### src/rtl/edgeport_pkg.sv
`timescale 1ns/1ps
package edgeport_pkg;
    localparam int EP_PINS   = 8;              // register width, bit 0 reserved
    localparam int EP_MODE_W = 2;
    localparam int EP_ADDR_W = 3;
    localparam int EP_BYTES  = 6;              // decoded byte offsets

    localparam logic [EP_ADDR_W-1:0] OFS_MODE_LO = 3'd0;
    localparam logic [EP_ADDR_W-1:0] OFS_MODE_HI = 3'd1;
    localparam logic [EP_ADDR_W-1:0] OFS_DIR     = 3'd2;
    localparam logic [EP_ADDR_W-1:0] OFS_EN      = 3'd3;
    localparam logic [EP_ADDR_W-1:0] OFS_FLAG    = 3'd4;

    typedef enum logic [1:0] {
        MD_LEVEL = 2'b00,
        MD_RISE  = 2'b01,
        MD_FALL  = 2'b10,
        MD_BOTH  = 2'b11
    } sense_mode_e;

    typedef enum logic [1:0] {
        PS_QUIET    = 2'b00,
        PS_LOW_SEEN = 2'b01,
        PS_CAUGHT   = 2'b10
    } pin_state_e;
endpackage

### src/rtl/edgeport_sync.sv
`timescale 1ns/1ps
module edgeport_sync #(
    parameter int               WIDTH   = 8,
    parameter int               STAGES  = 2,
    parameter logic [WIDTH-1:0] RST_VAL = '1
) (
    input  logic             clk,
    input  logic             rst_n,
    input  logic [WIDTH-1:0] async_i,
    output logic [WIDTH-1:0] sync_o
);
    logic [STAGES-1:0][WIDTH-1:0] chain_q;

    always_ff @(posedge clk or negedge rst_n) begin
        if (!rst_n) begin
            for (int s = 0; s < STAGES; s++) chain_q[s] <= RST_VAL;
        end else begin
            chain_q[0] <= async_i;
            for (int s = 1; s < STAGES; s++) chain_q[s] <= chain_q[s-1];
        end
    end

    assign sync_o = chain_q[STAGES-1];
endmodule

### src/rtl/edgeport_regs.sv
`timescale 1ns/1ps
module edgeport_regs
    import edgeport_pkg::*;
#(
    parameter int PIN_CNT = EP_PINS
) (
    input  logic                          clk,
    input  logic                          rst_n,
    input  logic                          wr_en,
    input  logic                          wr_half,
    input  logic [EP_ADDR_W-1:0]          wr_addr,
    input  logic [15:0]                   wr_data,
    input  logic [EP_ADDR_W-1:0]          rd_addr,
    input  logic [PIN_CNT-1:0]            flag_i,
    output logic [15:0]                   rd_data,
    output logic [EP_MODE_W*PIN_CNT-1:0]  mode_o,
    output logic [PIN_CNT-1:0]            dir_o,
    output logic [PIN_CNT-1:0]            en_o,
    output logic [PIN_CNT-1:0]            clr_o
);
    localparam int MODE_BITS = EP_MODE_W * PIN_CNT;
    localparam logic [PIN_CNT-1:0]   LIVE_MASK = {{(PIN_CNT-1){1'b1}}, 1'b0};
    localparam logic [MODE_BITS-1:0] MODE_MASK = {{(MODE_BITS-EP_MODE_W){1'b1}}, {EP_MODE_W{1'b0}}};

    logic [EP_BYTES-1:0]      lane_we;
    logic [EP_BYTES-1:0][7:0] lane_data;
    logic [MODE_BITS-1:0]     mode_q;
    logic [PIN_CNT-1:0]       dir_q;
    logic [PIN_CNT-1:0]       en_q;

    // byte lane decode: a halfword covers the even offset and its odd neighbour
    for (genvar b = 0; b < EP_BYTES; b++) begin : g_lane
        localparam logic [EP_ADDR_W-1:0] OFS = EP_ADDR_W'(b);
        assign lane_we[b] = wr_en && (wr_half ? (wr_addr[EP_ADDR_W-1:1] == OFS[EP_ADDR_W-1:1])
                                              : (wr_addr == OFS));
        if (b % 2 == 1) begin : g_odd
            assign lane_data[b] = wr_half ? wr_data[15:8] : wr_data[7:0];
        end else begin : g_even
            assign lane_data[b] = wr_data[7:0];
        end
    end

    always_ff @(posedge clk or negedge rst_n) begin
        if (!rst_n) begin
            mode_q <= '0;
            dir_q  <= '0;
            en_q   <= '0;
        end else begin
            if (lane_we[OFS_MODE_LO]) mode_q[7:0]  <= lane_data[OFS_MODE_LO] & MODE_MASK[7:0];
            if (lane_we[OFS_MODE_HI]) mode_q[15:8] <= lane_data[OFS_MODE_HI] & MODE_MASK[15:8];
            if (lane_we[OFS_DIR])     dir_q        <= lane_data[OFS_DIR] & LIVE_MASK;
            if (lane_we[OFS_EN])      en_q         <= lane_data[OFS_EN] & LIVE_MASK;
        end
    end

    // write-one-to-clear pulse, valid only in the cycle of the write
    assign clr_o = lane_we[OFS_FLAG] ? (lane_data[OFS_FLAG] & LIVE_MASK) : '0;

    function automatic logic [7:0] byte_at(input logic [EP_ADDR_W-1:0] ofs);
        unique case (ofs)
            OFS_MODE_LO: byte_at = mode_q[7:0];
            OFS_MODE_HI: byte_at = mode_q[15:8];
            OFS_DIR:     byte_at = dir_q;
            OFS_EN:      byte_at = en_q;
            OFS_FLAG:    byte_at = flag_i & LIVE_MASK;
            default:     byte_at = 8'h00;
        endcase
    endfunction

    assign rd_data = {byte_at({rd_addr[EP_ADDR_W-1:1], 1'b1}),
                      byte_at({rd_addr[EP_ADDR_W-1:1], 1'b0})};

    logic rd_lsb_unused;
    assign rd_lsb_unused = rd_addr[0];

    assign mode_o = mode_q;
    assign dir_o  = dir_q;
    assign en_o   = en_q;

    AST_DIR_HOLD: assert property (@(posedge clk) disable iff (!rst_n)
        !lane_we[OFS_DIR] |=> $stable(dir_q));
    AST_MODE_RSVD: assert property (@(posedge clk) disable iff (!rst_n)
        lane_we[OFS_MODE_LO] |=> (mode_q[1:0] == 2'b00));
endmodule

### src/rtl/edgeport_pin_fsm.sv
`timescale 1ns/1ps
module edgeport_pin_fsm
    import edgeport_pkg::*;
(
    input  logic                 clk,
    input  logic                 rst_n,
    input  logic                 pin_sync_i,
    input  logic [EP_MODE_W-1:0] mode_i,
    input  logic                 clr_i,
    input  logic                 en_i,
    input  logic                 dir_i,
    output logic                 flag_o,
    output logic                 req_o
);
    sense_mode_e mode;
    pin_state_e  state_q, state_d;
    logic        prev_q;
    logic        rise_hit, fall_hit, edge_hit;

    assign mode     = sense_mode_e'(mode_i);
    assign rise_hit =  pin_sync_i & ~prev_q;
    assign fall_hit = ~pin_sync_i &  prev_q;

    always_comb begin
        unique case (mode)
            MD_LEVEL: edge_hit = 1'b0;
            MD_RISE:  edge_hit = rise_hit;
            MD_FALL:  edge_hit = fall_hit;
            MD_BOTH:  edge_hit = rise_hit | fall_hit;
            default:  edge_hit = 1'b0;
        endcase
    end

    // state register
    always_ff @(posedge clk or negedge rst_n) begin
        if (!rst_n) begin
            state_q <= PS_QUIET;
            prev_q  <= 1'b1;
        end else begin
            state_q <= state_d;
            prev_q  <= pin_sync_i;
        end
    end

    // next state
    always_comb begin
        state_d = state_q;
        if (mode == MD_LEVEL) begin
            state_d = pin_sync_i ? PS_QUIET : PS_LOW_SEEN;
        end else begin
            unique case (state_q)
                PS_QUIET:    if (edge_hit) state_d = PS_CAUGHT;
                PS_LOW_SEEN: state_d = edge_hit ? PS_CAUGHT : PS_QUIET;
                PS_CAUGHT:   if (!edge_hit && clr_i) state_d = PS_QUIET;
                default:     state_d = PS_QUIET;
            endcase
        end
    end

    // outputs
    always_comb begin
        flag_o = (state_q != PS_QUIET);
        req_o  = flag_o && en_i && !dir_i;
    end

    AST_EDGE_SETS_FLAG: assert property (@(posedge clk) disable iff (!rst_n)
        (mode != MD_LEVEL && edge_hit) |=> (state_q == PS_CAUGHT));
    AST_STICKY_HOLD: assert property (@(posedge clk) disable iff (!rst_n)
        (mode != MD_LEVEL && state_q == PS_CAUGHT && !clr_i) |=> (state_q == PS_CAUGHT));
    AST_CLEAR_DROPS: assert property (@(posedge clk) disable iff (!rst_n)
        (mode != MD_LEVEL && state_q == PS_CAUGHT && clr_i && !edge_hit) |=> (state_q == PS_QUIET));
    AST_LEVEL_FOLLOWS: assert property (@(posedge clk) disable iff (!rst_n)
        (mode == MD_LEVEL && !pin_sync_i) |=> flag_o);
    AST_WRONG_EDGE: assert property (@(posedge clk) disable iff (!rst_n)
        (mode == MD_RISE && state_q == PS_QUIET && !rise_hit) |=> (state_q == PS_QUIET));
endmodule

### src/rtl/edgeport_irq_detect.sv
`timescale 1ns/1ps
module edgeport_irq_detect
    import edgeport_pkg::*;
#(
    parameter int PIN_CNT     = EP_PINS,
    parameter int SYNC_STAGES = 2
) (
    input  logic                 clk,
    input  logic                 rst_n,
    input  logic [PIN_CNT-1:0]   pin_i,
    input  logic                 wr_en,
    input  logic                 wr_half,
    input  logic [EP_ADDR_W-1:0] wr_addr,
    input  logic [15:0]          wr_data,
    input  logic [EP_ADDR_W-1:0] rd_addr,
    output logic [15:0]          rd_data,
    output logic [PIN_CNT-1:0]   irq_req
);
    localparam int MODE_BITS = EP_MODE_W * PIN_CNT;

    logic [PIN_CNT-1:0]   pin_sync;
    logic [MODE_BITS-1:0] mode;
    logic [PIN_CNT-1:0]   dir, en, clr, flags;

    edgeport_sync #(
        .WIDTH  (PIN_CNT),
        .STAGES (SYNC_STAGES),
        .RST_VAL({PIN_CNT{1'b1}})
    ) u_sync (
        .clk    (clk),
        .rst_n  (rst_n),
        .async_i(pin_i),
        .sync_o (pin_sync)
    );

    edgeport_regs #(.PIN_CNT(PIN_CNT)) u_regs (
        .clk    (clk),
        .rst_n  (rst_n),
        .wr_en  (wr_en),
        .wr_half(wr_half),
        .wr_addr(wr_addr),
        .wr_data(wr_data),
        .rd_addr(rd_addr),
        .flag_i (flags),
        .rd_data(rd_data),
        .mode_o (mode),
        .dir_o  (dir),
        .en_o   (en),
        .clr_o  (clr)
    );

    assign flags[0]   = 1'b0;
    assign irq_req[0] = 1'b0;

    for (genvar p = 1; p < PIN_CNT; p++) begin : g_pin
        edgeport_pin_fsm u_fsm (
            .clk       (clk),
            .rst_n     (rst_n),
            .pin_sync_i(pin_sync[p]),
            .mode_i    (mode[EP_MODE_W*p +: EP_MODE_W]),
            .clr_i     (clr[p]),
            .en_i      (en[p]),
            .dir_i     (dir[p]),
            .flag_o    (flags[p]),
            .req_o     (irq_req[p])
        );

        AST_REQ_GATED: assert property (@(posedge clk) disable iff (!rst_n)
            irq_req[p] |-> (en[p] && !dir[p] && flags[p]));
    end

    logic rsvd_unused;
    assign rsvd_unused = ^{pin_sync[0], mode[EP_MODE_W-1:0], dir[0], en[0], clr[0]};
endmodule

### config.mk
export PLATFORM = sky130hd
export DESIGN_NAME = edgeport_irq_detect
export DESIGN_NICKNAME = d
export VERILOG_FILES = /design/src/rtl/edgeport_pkg.sv /design/src/rtl/edgeport_sync.sv /design/src/rtl/edgeport_regs.sv /design/src/rtl/edgeport_pin_fsm.sv /design/src/rtl/edgeport_irq_detect.sv
export SDC_FILE = /design/constraint.sdc
export NUM_CORES = 1
export LEC_CHECK = 0
export ABC_AREA = 1
export BUFFER_PORTS_ARGS = -buffer_cell sky130_fd_sc_hd__buf_2
export CORE_MARGIN = 3
export CORE_UTILIZATION = 30
export DETAILED_ROUTE_END_ITERATION = 16
export GPL_TIMING_DRIVEN = 0
export SYNTH_ARGS = -nofsm -noshare
export SYNTH_HDL_FRONTEND = slang
export SYNTH_SLANG_ARGS = --single-unit
### constraint.sdc
create_clock -name clk -period 3.75 [get_ports clk]
set_input_delay 0.375 -clock clk [delete_from_list [all_inputs] [get_ports clk]]
set_output_delay 0.375 -clock clk [all_outputs]
set_load 0.05 [all_outputs]
==> metrics.md <==
| Metric | Value |
|---|---|
| Async SR Flop Fraction | `100%` |
| Number of nets in the final layout | `between 400 and 500` |
| Peak supply drop | `roughly 210 uV` |
| Detailed router's first-iteration violation count | `78` |
| # rows | `36` |
| Endpoint of the worst-slack reg-to-reg timing path | `g_pin[5].u_fsm.state_q[1]` |
| Sequential fraction of the synthesis area | `roughly half` |
| Setup bufs post-CTS | `0` |
| Area leader, netlist | `dfrtp_1` |
| Layout cells sized above 1 | `between 30% and 40%` |
| Final estimated routing congestion in global placement | `around 0.83` |
| Routed wire length | `between 7 and 8 mm` |
| Sw frac | `between 30% and 40%` |
| Clock buffer depth | `2` |
| Layout overhead on the synthesized area | `19.9%` |
| Post-DRT Antenna Nets | `0` |
| Worst clock skew | `between 0.008 and 0.009 ns` |
| Number of instances in the synthesized netlist | `around 350` |
| Tmin final | `between 1.5 and 2 ns` |
| # hold bufs at CTS | `0` |
| Path type of the worst setup path | `in2out` |
| Worst-case reg-to-reg path depth | `5` |
| Fraction of power consumed by the clock network | `between 20 and 30%` |
| Peak fanout along the critical path | `9` |
| Die Footprint | `about 0.012 mm^2` |
| Ports placed on the boundary | `58` |
| Power density normalized to cell area | `526 mW/mm^2` |
| Critical path origin | `rd_addr[2]` |
| H-tree levels | `3` |
| Achievable clock frequency | `around 0.52 GHz` |
| Global-route wire length before repair | `between 10 and 15 mm` |
| Crit start category | `input port` |
| Number of enable-type register cells in the synthesized netlist | `0` |
| Insertion delay to the later sink of the worst-skew pair | `roughly 0.33 ns` |
| Comb power frac | `around 27%` |
| Portion of total power attributed to sequential cells | `43.8%` |
| Number of max-cap violations | `0` |
| Post-route DRC violation count | `0` |
| Clk sink count | `63` |
| WP data required | `roughly 3.4 ns` |
| Unrepaired setup endpoints after global routing | `false` |
| Most common cell after layout, fill and taps aside | `nand2_1` |
| Period utilisation layout | `51.0%` |
| Most frequent cells in the layout | `nand2_1, buf_2, inv_1` |
| Reg clk slew, reported paths | `0.07 ns` |
| Worst hold margin | `approximately 0.1 ns` |
| Endpoints failing hold | `0` |
| Distinct cells, synth | `29` |
| Global routing usage summed across all routing layers | `14.3%` |
| Aggregate global routing overflow | `0` |
| Top area cells in the synthesized netlist | `dfrtp_1, dfstp_2, nand2_1` |
| # resized after CTS | `0` |
| Total number of yosys warnings | `0` |
| Total via count in the routed design | `about 2.5k` |
| Setup-failing EPs final | `0` |
| Port buffer count | `52` |
| Vertical extent of the die | `approximately 110 um` |
| Avg Vias per Cell | `between 4 and 5` |
| Diodes inserted | `0` |
| Root buffer cell | `clkbuf_8` |
| Reg2Reg Setup Slack | `about 2.5 ns` |
| Effective utilization at floorplan | `about a third` |
| Kind of capture point of the worst setup path | `primary output` |
| Pre-Repair DR Iteration Count | `4` |
| Maximum number of pins on one net before global-route repair | `64` |
| Cell Area, Placed | `roughly 0.0036 mm^2` |
| Worst min-delay path class | `in2async` |
| Result of the run | `completed` |
| Leakage power summed over all cells | `between 1.5 and 2 nW` |
| Mapped cell area | `0.00314 mm^2` |
| Setup tns final | `0 ns` |
| TritonCTS clock tree | `done` |
| Crit path arrival time | `roughly 1.5 ns` |
| Avg WL per Cell | `13.9 um` |
| Prevailing post-synth register cell | `dfrtp_1` |
| Dpl hpwl | `around 5.7 mm` |
| Total clock buffers created by CTS | `9` |
| Avg Inst Size Synth | `9.09 um^2` |
| Total core area | `about 0.010 mm^2` |
| Initial antenna violation count | `0` |
| Top cell type's share of synthesized area | `33.5%` |
| Die Width | `108 um` |
| Measured slew at the worst slew-check pin | `about 0.78 ns` |
| Worst slew margin relative to its limit | `48.1%` |
| Vias in the first global route | `2542` |
| Internal power | `about 1.3 mW` |
| Net switching component of the power | `0.693 mW` |
| Max Transition Viols Final | `0` |
| Post-layout instance area | `between 0.003 and 0.004 mm^2` |
| Number of register bits inferred by synthesis | `63` |
| Worst R2R Start | `g_pin[5].u_fsm.prev_q` |
worst max-delay path, stage by stage:
cell and delay (ns):
buf_2 0.10, inv_2 0.07, or2_2 0.27, clkbuf_1 0.19, o221ai_1 0.22, buf_2 0.31
flip-flops by register name, summed over array words and instances (netlist names):
register             count
g_pin.u_fsm.prev_q       7
g_pin.u_fsm.state_q     14
u_regs.dir_o             7
u_regs.en_o              7
u_regs.mode_o           14
u_sync.chain_q           7
u_sync.sync_o            7
power by group through the flow:
stage | clock network, mW | logic, mW | registers (mW)
final | 0.574 | 0.537 | 0.865
after CTS | 0.594 | 0.543 | 0.864
after floorplan | 0 | 0.401 | 0.859
after global placement | 0 | 0.532 | 0.871
after global routing | 0.615 | 0.599 | 0.882
after detailed placement | 0 | 0.540 | 0.876
kinds of logic after synthesis:
family | synth area share, %
AOI/OAI and AO/OA | 13.4
and+or+nand+nor | 19.2
DFF | 51.1
adders and majority gates | 5.59
buffers and inverters | 10.5
other | 0.120
final cells by class:
cell class              count  area [um^2]
plain buffers              18          139
clock buffers              12          145
clock inverters             4         45.0
fillers                  1032         6200
inverters                  51          191
multi-input cells         214         1210
flip-flops and latches     63         1600
well taps                 133          166
repair buffers             52          263
how the worst max path moves through the flow:
stage | endpoint | cells after the start | slack, ns
after global routing | rd_data[5] | 6 | 1.68
final | rd_data[6] | 6 | 1.84
after floorplan | rd_data[2] | 4 | 1.62
after global placement | rd_data[7] | 6 | 1.81
after detailed placement | rd_data[7] | 6 | 1.81
after CTS | rd_data[7] | 6 | 1.80
routing by layer:
layer | vias to the layer above | track usage (%) | share of wire, %
met5 | - | 0 | 0
met4 | 0 | 3.61 | 0.88
met3 | 6 | 4.42 | 5.6
met2 | 68 | 23.0 | 46
met1 | 1194 | 18.9 | 47
li1 | 1247 | - | -
per-stage QoR:
stage | worst slack, ns | std cells | power, mW | utilization, %
floorplan | 1.62 | 346 | 1.26 | -
global placement | 1.81 | 531 | 1.40 | 35.8
detailed placement | 1.81 | 531 | 1.42 | 35.8
CTS | 1.80 | 547 | 2.00 | 37.7
global route | 1.68 | 547 | 2.10 | 37.8
finish | 1.84 | 547 | 1.98 | 37.8
synth_stat cells (5+ instances only):
| library cell | count |
|---|---|
| nand2_1 | 73 |
| inv_1 | 48 |
| dfrtp_1 | 42 |
| o21ai_0 | 22 |
| dfstp_2 | 21 |
| nand3_1 | 18 |
| nor2_1 | 17 |
| ha_1 | 14 |
| buf_4 | 10 |
| o21ai_1 | 9 |
| o21ai_2 | 9 |
| a21oi_1 | 7 |
| nand4_1 | 7 |
| nor3_1 | 7 |
| o22ai_1 | 7 |
| o221ai_1 | 6 |
| or2_2 | 5 |
Power figures use the tool's default switching activity.
